===== src/rtl/setpin_pkg.sv =====
package setpin_pkg;
   typedef enum logic [1:0] {
      SRC_NONE = 2'b00,
      SRC_MAIN = 2'b01,
      SRC_OVF  = 2'b10
   } src_e;

   typedef enum logic [1:0] {
      ST_IDLE,
      ST_LOOK,
      ST_WAIT
   } state_e;
endpackage


===== src/rtl/setpin_age_lru.sv =====
// True-LRU age ranking for one group of slots; oldest slot is the victim.
module setpin_age_lru #(
   parameter  int WAYS = 4,
   localparam int IW   = $clog2(WAYS)
) (
   input  logic          clk,
   input  logic          rst_n,
   input  logic          touch,
   input  logic [IW-1:0] touch_idx,
   output logic [IW-1:0] victim
);
   generate
      if (WAYS < 2) begin : g_bad
         $error("setpin_age_lru: WAYS must be at least 2");
      end
   endgenerate

   logic [IW-1:0]   age [WAYS];
   logic [WAYS-1:0] oldest;

   always_ff @(posedge clk) begin
      if (!rst_n) begin
         for (int w = 0; w < WAYS; w++) age[w] <= IW'(WAYS - 1 - w);
      end else if (touch) begin
         for (int w = 0; w < WAYS; w++) begin
            if (IW'(w) == touch_idx)           age[w] <= '0;
            else if (age[w] < age[touch_idx])  age[w] <= age[w] + 1'b1;
         end
      end
   end

   always_comb begin
      victim = '0;
      for (int w = 0; w < WAYS; w++) begin
         oldest[w] = (age[w] == IW'(WAYS - 1));
         if (oldest[w]) victim = IW'(w);
      end
   end

   // ages stay a permutation, so exactly one slot is oldest
   p_single_oldest_r9: assert property (@(posedge clk) disable iff (!rst_n)
      $onehot(oldest));
endmodule


===== src/rtl/setpin_ovf_bank.sv =====
// One processor's small fully associative overflow cache.
module setpin_ovf_bank #(
   parameter  int ENTRIES = 4,
   parameter  int AW      = 12,
   localparam int EW      = $clog2(ENTRIES)
) (
   input  logic          clk,
   input  logic          rst_n,
   input  logic [AW-1:0] lk_addr,
   output logic          hit,
   output logic [EW-1:0] hit_idx,
   input  logic          upd_hit,
   input  logic          fill,
   output logic [EW-1:0] victim
);
   logic [AW-1:0]      addr_q [ENTRIES];
   logic [ENTRIES-1:0] vld_q;

   always_comb begin
      hit     = 1'b0;
      hit_idx = '0;
      for (int e = 0; e < ENTRIES; e++) begin
         if (vld_q[e] && addr_q[e] == lk_addr && !hit) begin
            hit     = 1'b1;
            hit_idx = EW'(e);
         end
      end
   end

   setpin_age_lru #(.WAYS(ENTRIES)) u_age (
      .clk       (clk),
      .rst_n     (rst_n),
      .touch     (upd_hit | fill),
      .touch_idx (fill ? victim : hit_idx),
      .victim    (victim)
   );

   always_ff @(posedge clk) begin
      if (!rst_n)    vld_q         <= '0;
      else if (fill) vld_q[victim] <= 1'b1;
   end

   always_ff @(posedge clk) begin
      if (fill) addr_q[victim] <= lk_addr;
   end

   // a fill installs the address in the slot the ranking chose
   p_fill_installs_r9: assert property (@(posedge clk) disable iff (!rst_n)
      fill |=> vld_q[$past(victim)] && addr_q[$past(victim)] == $past(lk_addr));
endmodule


===== src/rtl/setpin_main_array.sv =====
// Set-associative main tag array with per-set owner field.
module setpin_main_array #(
   parameter  int SETS  = 16,
   parameter  int WAYS  = 4,
   parameter  int TAG_W = 8,
   parameter  int NPROC = 4,
   localparam int IDX_W = $clog2(SETS),
   localparam int WAY_W = $clog2(WAYS),
   localparam int PID_W = $clog2(NPROC)
) (
   input  logic             clk,
   input  logic             rst_n,
   input  logic [IDX_W-1:0] lk_idx,
   input  logic [TAG_W-1:0] lk_tag,
   input  logic [PID_W-1:0] lk_pid,
   output logic             hit,
   output logic [WAY_W-1:0] hit_way,
   output logic [WAY_W-1:0] victim,
   output logic             owned,
   output logic [PID_W-1:0] owner,
   input  logic             upd_hit,
   input  logic             fill,
   input  logic             clr_valid,
   input  logic [IDX_W-1:0] clr_idx
);
   logic [TAG_W-1:0] tag_q  [SETS][WAYS];
   logic [WAYS-1:0]  vld_q  [SETS];
   logic [SETS-1:0]  own_v;
   logic [PID_W-1:0] own_id [SETS];
   logic [WAY_W-1:0] set_vic [SETS];

   generate
      for (genvar s = 0; s < SETS; s++) begin : g_set
         setpin_age_lru #(.WAYS(WAYS)) u_age (
            .clk       (clk),
            .rst_n     (rst_n),
            .touch     ((upd_hit | fill) && lk_idx == IDX_W'(s)),
            .touch_idx (fill ? set_vic[s] : hit_way),
            .victim    (set_vic[s])
         );
      end
   endgenerate

   always_comb begin
      hit     = 1'b0;
      hit_way = '0;
      for (int w = 0; w < WAYS; w++) begin
         if (vld_q[lk_idx][w] && tag_q[lk_idx][w] == lk_tag && !hit) begin
            hit     = 1'b1;
            hit_way = WAY_W'(w);
         end
      end
      victim = set_vic[lk_idx];
      owned  = own_v[lk_idx];
      owner  = own_id[lk_idx];
   end

   always_ff @(posedge clk) begin
      if (!rst_n) begin
         own_v <= '0;
         for (int s = 0; s < SETS; s++) vld_q[s] <= '0;
      end else begin
         if (fill) begin
            vld_q[lk_idx][victim] <= 1'b1;
            if (!own_v[lk_idx]) own_v[lk_idx] <= 1'b1;
         end
         if (clr_valid) own_v[clr_idx] <= 1'b0;
      end
   end

   always_ff @(posedge clk) begin
      if (fill) begin
         tag_q[lk_idx][victim] <= lk_tag;
         if (!own_v[lk_idx]) own_id[lk_idx] <= lk_pid;
      end
   end

   // a set held by another processor never receives a fill
   p_no_foreign_fill_r8: assert property (@(posedge clk) disable iff (!rst_n)
      fill && own_v[lk_idx] |-> own_id[lk_idx] == lk_pid);

   // a fill into an unowned set hands it to the requester
   p_claim_r6: assert property (@(posedge clk) disable iff (!rst_n)
      fill && !own_v[lk_idx] && !(clr_valid && clr_idx == lk_idx)
      |=> own_v[$past(lk_idx)] && own_id[$past(lk_idx)] == $past(lk_pid));
endmodule


===== src/rtl/setpin_llc.sv =====
module setpin_llc
   import setpin_pkg::*;
#(
   parameter  int NPROC  = 4,
   parameter  int NSETS  = 16,
   parameter  int NWAYS  = 4,
   parameter  int NOVF   = 4,
   parameter  int ADDR_W = 12,
   localparam int PID_W  = $clog2(NPROC),
   localparam int IDX_W  = $clog2(NSETS),
   localparam int WAY_W  = $clog2(NWAYS),
   localparam int OVF_W  = $clog2(NOVF),
   localparam int SLOT_W = (WAY_W > OVF_W) ? WAY_W : OVF_W
) (
   input  logic              clk,
   input  logic              rst_n,
   input  logic              req_valid,
   output logic              req_ready,
   input  logic [ADDR_W-1:0] req_addr,
   input  logic [PID_W-1:0]  req_pid,
   output logic              rsp_valid,
   output logic              rsp_hit,
   output logic [1:0]        rsp_src,
   output logic [SLOT_W-1:0] rsp_slot,
   output logic [PID_W-1:0]  rsp_bank,
   input  logic              fill_ack,
   input  logic              own_clr_valid,
   input  logic [IDX_W-1:0]  own_clr_set
);
   localparam int TAG_W = ADDR_W - IDX_W;

   generate
      if (NPROC < 2)                  begin : g_bad_proc $error("setpin_llc: NPROC must be at least 2"); end
      if ((1 << IDX_W) != NSETS)      begin : g_bad_sets $error("setpin_llc: NSETS must be a power of two"); end
      if (ADDR_W <= IDX_W)            begin : g_bad_addr $error("setpin_llc: ADDR_W must exceed the index width"); end
   endgenerate

   state_e            state_q;
   logic [ADDR_W-1:0] q_addr;
   logic [PID_W-1:0]  q_pid;
   logic              to_ovf_q;

   logic              m_hit, m_owned, m_fill, m_upd;
   logic [WAY_W-1:0]  m_hitway, m_victim;
   logic [PID_W-1:0]  m_owner;

   logic [NPROC-1:0]  ovf_hit, bank_upd, bank_fill;
   logic [OVF_W-1:0]  ovf_idx [NPROC];
   logic [OVF_W-1:0]  ovf_vic [NPROC];
   logic              ovf_any, foreign, accept, looking, waiting;
   logic [PID_W-1:0]  ovf_sel;
   src_e              src;

   assign accept  = req_valid && req_ready;
   assign looking = (state_q == ST_LOOK);
   assign waiting = (state_q == ST_WAIT);

   setpin_main_array #(.SETS(NSETS), .WAYS(NWAYS), .TAG_W(TAG_W), .NPROC(NPROC)) u_main (
      .clk       (clk),
      .rst_n     (rst_n),
      .lk_idx    (q_addr[IDX_W-1:0]),
      .lk_tag    (q_addr[ADDR_W-1:IDX_W]),
      .lk_pid    (q_pid),
      .hit       (m_hit),
      .hit_way   (m_hitway),
      .victim    (m_victim),
      .owned     (m_owned),
      .owner     (m_owner),
      .upd_hit   (m_upd),
      .fill      (m_fill),
      .clr_valid (own_clr_valid),
      .clr_idx   (own_clr_set)
   );

   generate
      for (genvar p = 0; p < NPROC; p++) begin : g_bank
         assign bank_upd[p]  = looking && !m_hit && ovf_any && ovf_sel == PID_W'(p);
         assign bank_fill[p] = waiting && fill_ack && to_ovf_q && q_pid == PID_W'(p);
         setpin_ovf_bank #(.ENTRIES(NOVF), .AW(ADDR_W)) u_ovf (
            .clk     (clk),
            .rst_n   (rst_n),
            .lk_addr (q_addr),
            .hit     (ovf_hit[p]),
            .hit_idx (ovf_idx[p]),
            .upd_hit (bank_upd[p]),
            .fill    (bank_fill[p]),
            .victim  (ovf_vic[p])
         );
      end
   endgenerate

   always_comb begin
      ovf_any = 1'b0;
      ovf_sel = '0;
      for (int p = 0; p < NPROC; p++) begin
         if (ovf_hit[p] && !ovf_any) begin
            ovf_any = 1'b1;
            ovf_sel = PID_W'(p);
         end
      end
   end

   assign foreign = m_owned && (m_owner != q_pid);
   assign m_upd   = looking && m_hit;
   assign m_fill  = waiting && fill_ack && !to_ovf_q;

   always_comb begin
      rsp_hit  = m_hit | ovf_any;
      rsp_bank = q_pid;
      if (m_hit) begin
         src      = SRC_MAIN;
         rsp_slot = SLOT_W'(m_hitway);
      end else if (ovf_any) begin
         src      = SRC_OVF;
         rsp_slot = SLOT_W'(ovf_idx[ovf_sel]);
         rsp_bank = ovf_sel;
      end else if (foreign) begin
         src      = SRC_OVF;
         rsp_slot = SLOT_W'(ovf_vic[q_pid]);
      end else begin
         src      = SRC_MAIN;
         rsp_slot = SLOT_W'(m_victim);
      end
   end

   assign rsp_src   = src;
   assign rsp_valid = looking;
   assign req_ready = (state_q == ST_IDLE);

   always_ff @(posedge clk) begin
      if (!rst_n) begin
         state_q  <= ST_IDLE;
         to_ovf_q <= 1'b0;
      end else begin
         unique case (state_q)
            ST_IDLE: if (accept) state_q <= ST_LOOK;
            ST_LOOK: begin
               to_ovf_q <= foreign;
               state_q  <= (m_hit || ovf_any) ? ST_IDLE : ST_WAIT;
            end
            ST_WAIT: if (fill_ack) state_q <= ST_IDLE;
            default: state_q <= ST_IDLE;
         endcase
      end
   end

   always_ff @(posedge clk) begin
      if (accept) begin
         q_addr <= req_addr;
         q_pid  <= req_pid;
      end
   end

   // a line lives in at most one structure
   p_one_home_r5: assert property (@(posedge clk) disable iff (!rst_n)
      looking |-> $onehot0({m_hit, ovf_hit}));

   // the lookup result follows acceptance by one cycle
   p_rsp_next_r2: assert property (@(posedge clk) disable iff (!rst_n)
      accept |=> rsp_valid && !req_ready);
endmodule


===== config.mk =====
export PLATFORM = sky130hd
export DESIGN_NAME = setpin_llc
export DESIGN_NICKNAME = d
export VERILOG_FILES = /design/src/rtl/setpin_pkg.sv /design/src/rtl/setpin_age_lru.sv /design/src/rtl/setpin_ovf_bank.sv /design/src/rtl/setpin_main_array.sv /design/src/rtl/setpin_llc.sv
export SDC_FILE = /design/constraint.sdc
export NUM_CORES = 2
export LEC_CHECK = 0
export BUFFER_PORTS_ARGS = -buffer_cell sky130_fd_sc_hd__buf_2
export CELL_PAD_IN_SITES_DETAIL_PLACEMENT = 0
export CELL_PAD_IN_SITES_GLOBAL_PLACEMENT = 1
export CORE_ASPECT_RATIO = 2
export CORE_MARGIN = 2
export CORE_UTILIZATION = 54
export DETAILED_ROUTE_END_ITERATION = 7
export HOLD_SLACK_MARGIN = 0.06
export PLACE_DENSITY = 0.86
export SETUP_SLACK_MARGIN = 0.1
export SKIP_LAST_GASP = 1
export SYNTH_ARGS = -nofsm -noshare
export SYNTH_HDL_FRONTEND = slang
export SYNTH_SLANG_ARGS = --single-unit

===== constraint.sdc =====
create_clock -name clk -period 5.9 [get_ports clk]
set_clock_uncertainty 0.05 [all_clocks]
set_input_delay 0.59 -clock clk [delete_from_list [all_inputs] [get_ports clk]]
set_output_delay 0.59 -clock clk [all_outputs]
set_load 0.02 [all_outputs]

==> out/metrics.csv <==
stage,metric,value,unit
placed_design,Port Buf Inserts,31,
sta,post-layout minimum cycle time,5610,ps
sta,Tcrit/Tclk final,95.1,%
yosys,Synth area leaders,"edfxtp_1 (57%), mux4_2 (7.8%), dfxtp_1 (4.3%)",
finish,Final Util,60.6,%
job,MaxCap Viol Count,0,
setup_path,critical path required time,5260,ps
finish,Nets,3723,
setup_path,critical path class,register to output pin,
setup_path,worst r2r path cells,15,
finish,Area Overhead vs Synth,11.2,%
finish,Layout fillers,6579,
placed_design,"worst slack, placed",284,ps
detailed_routing,First-pass DRT Iterations,6,
global_routing,Tot GR Track Use,27.1,%
power,Lkg Pwr,17.9,nW
detailed_routing,post-route ant nets,0,
sta,Fmax achieved,0.178,GHz
yosys,Gate Count Post-Synth,3485,
yosys,leading area contributor after synthesis,edfxtp_1,
yosys,Synth Area in Adders,2.63,%
clock_tree,clk_lat worst skew,690,ps
global_routing,pin count of the biggest net entering global routing,71,
placed_design,gp weighted congestion,0.904,
global_routing,vias in the first global route,31200,
detailed_routing,DR WL/cell,25.3,um
setup_path,Worst path most repeated cell,nor4_1,
setup_path,cell family with most CP delay,simple AND/OR/NAND/NOR gates,
yosys,Synthesis Warnings,0,
yosys,flop and latch count out of synthesis,1013,
min_path,Worst Hold Class,input pin to register,
global_routing,initial antenna violation count,2,
yosys,top_reg_cell synth,edfxtp_1,
clock_tree,Root Driver,clkbuf_16,
sta,post-route setup TNS,0,ps
setup_path,critical path cell sequence,buf_4 > xor2_1 > nor4_1 > nand3_1 > nor3_1 > nor4_1 > nand2_1 > buf_4 > nor4_1 > o21ai_0 > nand3_1 > o21ai_0 > a311oi_1 > buf_2,
power,Cell Pwr Density,284,mW/mm2
min_path,hold path depth,1,
yosys,post-synthesis mux area share,12.4,%
setup_path,CP max FO,8,
setup_path,CP Capture Type,output pin,
power,VDD IR max,0.203,mV
clock_tree,CTS Buf Count,86,
setup_path,worst path arrival time,4970,ps
setup_path,"Slowest-stage cell, CP",nor4_1,
detailed_routing,DRT iter0 DRCs,2465,
min_path,Hold EP,q_addr[0]$_DFFE_PP_,
setup_path,"reg-to-reg slack, setup",310,ps
yosys,Simple-Gate Fraction of Synth Area,10.4,%
clock_tree,H-tree depth,3,
finish,layout cell share with drive strength beyond 1,16.7,%
clock_tree,Clock transition at path regs,60,ps
sta,PnR worst setup slack,291,ps
die,Die X-Extent,215,um
detailed_routing,Via-to-Cell Ratio,6.23,
sta,Worst Tran Pin Value,1260,ps
detailed_routing,via count,30300,
die,IO Pins,32,
clock_tree,clk buf depth,3,
finish,"most common cell after layout, fill and taps aside",edfxtp_1,
die,die area,0.0914,mm2
detailed_routing,drt drc,0,
sta,final setup fails,0,
sta,max_slew headroom,15.9,%
die,height of the die,426,um
setup_path,crit-path max cell delay,960,ps
yosys,Post-synth EDFFs,910,
yosys,Netlist cell types,96,
yosys,largest family of logic cells by synthesized area,multiplexers,
min_path,hold path startpoint,req_addr[0],
yosys,post-synthesis instance area,0.0480,mm2
finish,n_diodes,0,
placed_design,HPWL Detailed,85400,um
die,Starting Density,54.5,%
yosys,Mapped Nets,3594,
setup_path,WP buf/inv,3,
die,core box area,0.0881,mm2
run_status,outcome,completed,
global_routing,first-pass GRT wire length,185000,um
detailed_routing,Routed WL,123000,um
setup_path,startpoint types,register,
clock_tree,CTS tree,done,
sta,Final Hold Fails,0,
yosys,Synth Area in XOR/XNOR,4.16,%
clock_tree,clk sink count,1013,
yosys,Synth top area share,57.0,%
yosys,"Avg Cell Area, Syn",13.8,um2
finish,most frequent cells in the layout,"edfxtp_1 (910), nor2_1 (433), nand2_1 (200)",
yosys,"FFs w/ async S/R, synth",0,%
sta,RSZ-0062 raised after global routing,false,
sta,fin. max-slew vios,0,
yosys,sequential-to-total area share from yosys stat,61.3,%
yosys,Compound-Gate Fraction of Synth Area,7.05,%
setup_path,Reg-to-Reg End,u_main.g_set[14].u_age.age[3][1]$_SDFFCE_PN0P_,
die,FP Rows,154,
global_routing,grt ovf,0,
==> state kept, by name (all words and copies together), names as in the netlist, named ones only <==
| name | cells |
|---|---|
| state_q | 2 |
| q_pid | 2 |
| q_addr | 12 |
| g_bank.u_ovf.vld_q | 16 |
| u_main.own_v | 16 |
| u_main.vld_q | 64 |
| u_main.tag_q | 512 |
| u_main.own_id | 32 |
| to_ovf_q | 1 |
| g_bank.u_ovf.u_age.age | 32 |
| u_main.g_set.u_age.age | 128 |
| g_bank.u_ovf.addr_q | 192 |
==> report_power, final <==
part	internal, mW	total, mW	switching, mW
clock network	3.24	5.89	2.64
registers	7.85	7.93	0.0747
logic	0.538	1.32	0.782
==> cells by family after synthesis <==
kind of cell,count (synthesis)
compound gates,497
buf+inv,219
flops,1013
simple gates,1049
xor+xnor,228
fa+ha+maj,104
mux,375
==> stage by stage <==
step	area (um2)	std cells	total power, mW	hold WS [ps]
2_1_floorplan	48000	3485	8.95	385
3_3_place_gp	50200	4678	9.36	393
3_5_place_dp	50200	4678	9.38	409
4_1_cts	53300	4852	15.2	70.9
5_1_grt	53400	4858	15.5	93.4
6_report	53400	4858	15.1	121
==> worst max-delay path by stage <==
stage	start	end	slack, ps	cells after the start
floorplan	q_addr[9]$_DFFE_PP_	g_bank[1].u_ovf.u_age.age[2][0]$_SDFFCE_PN1P_	470	18
global placement	register	u_main.g_set[13].u_age.age[1][1]$_SDFFCE_PN1P_	410	16
detailed placement	register	u_main.g_set[13].u_age.age[1][1]$_SDFFCE_PN1P_	280	16
CTS	register	u_main.g_set[13].u_age.age[1][1]$_SDFFCE_PN1P_	170	16
global route	register	u_main.g_set[1].u_age.age[1][1]$_SDFFCE_PN1P_	40	15
finish	q_addr[0]$_DFFE_PP_	rsp_slot[1]	290	14
==> area by class of cell <==
type | instances | area (um2) | share of cell area, %
clock buffer | 115 | 2340 | 4.39
sequential | 1013 | 29400 | 55.1
timing repair buffer | 188 | 1650 | 3.09
inverter | 72 | 273 | 0.511
multi-input combinational | 2253 | 17700 | 33.1
clock inverter | 47 | 569 | 1.07
tap | 1170 | 1460 | 2.74
==> timing repair <==
item,in CTS,in global routing
setup endpoints to repair,0,41
hold endpoints to repair,12,0
buffers inserted,0,6
resized for setup,0,2
hold buffers,12,0
==> synthesized netlist by cell type, types with 10 or more instances <==
cell type	count
nor3b_1	20
o21ai_0	126
nand3b_1	12
dfxtp_1	103
xor2_1	60
nor2_1	434
o31ai_1	15
maj3_1	14
buf_1	22
a21o_1	29
buf_2	33
nand4_1	31
o21ai_1	15
nand3_1	71
or2_2	12
o221a_2	13
xnor2_1	168
inv_1	70
a221oi_1	10
a22oi_1	21
clkbuf_1	66
buf_4	17
o21a_1	24
mux2i_1	151
mux4_2	167
nor3_1	72
nand2b_1	16
edfxtp_1	910
o22ai_1	25
mux2_2	55
or3_1	16
nor2b_1	23
a21oi_1	83
and3_1	23
nor4_1	41
ha_1	86
nand2_1	200
a211oi_1	31
and2_1	32
==> routing by layer <==
metal  vias to the layer above  track usage (%)  share of wire (%)
met1                     15200             27.1                 33
met3                       386             3.70                5.1
li1                      13600                -                  -
met4                         4             18.5                7.3
met5                         -                0              0.020
met2                      1103             51.5                 55
==> worst register-to-register path: cells and delay by family (launching register included) <==
kind,cells,cell delay (ps)
AOI/OAI and AO/OA,8,1950
adders and majority gates,1,240
buffers and inverters,2,380
DFF,1,550
muxes,1,580
and+or+nand+nor,3,1480
No activity file was read; power rests on OpenSTA's default activity.
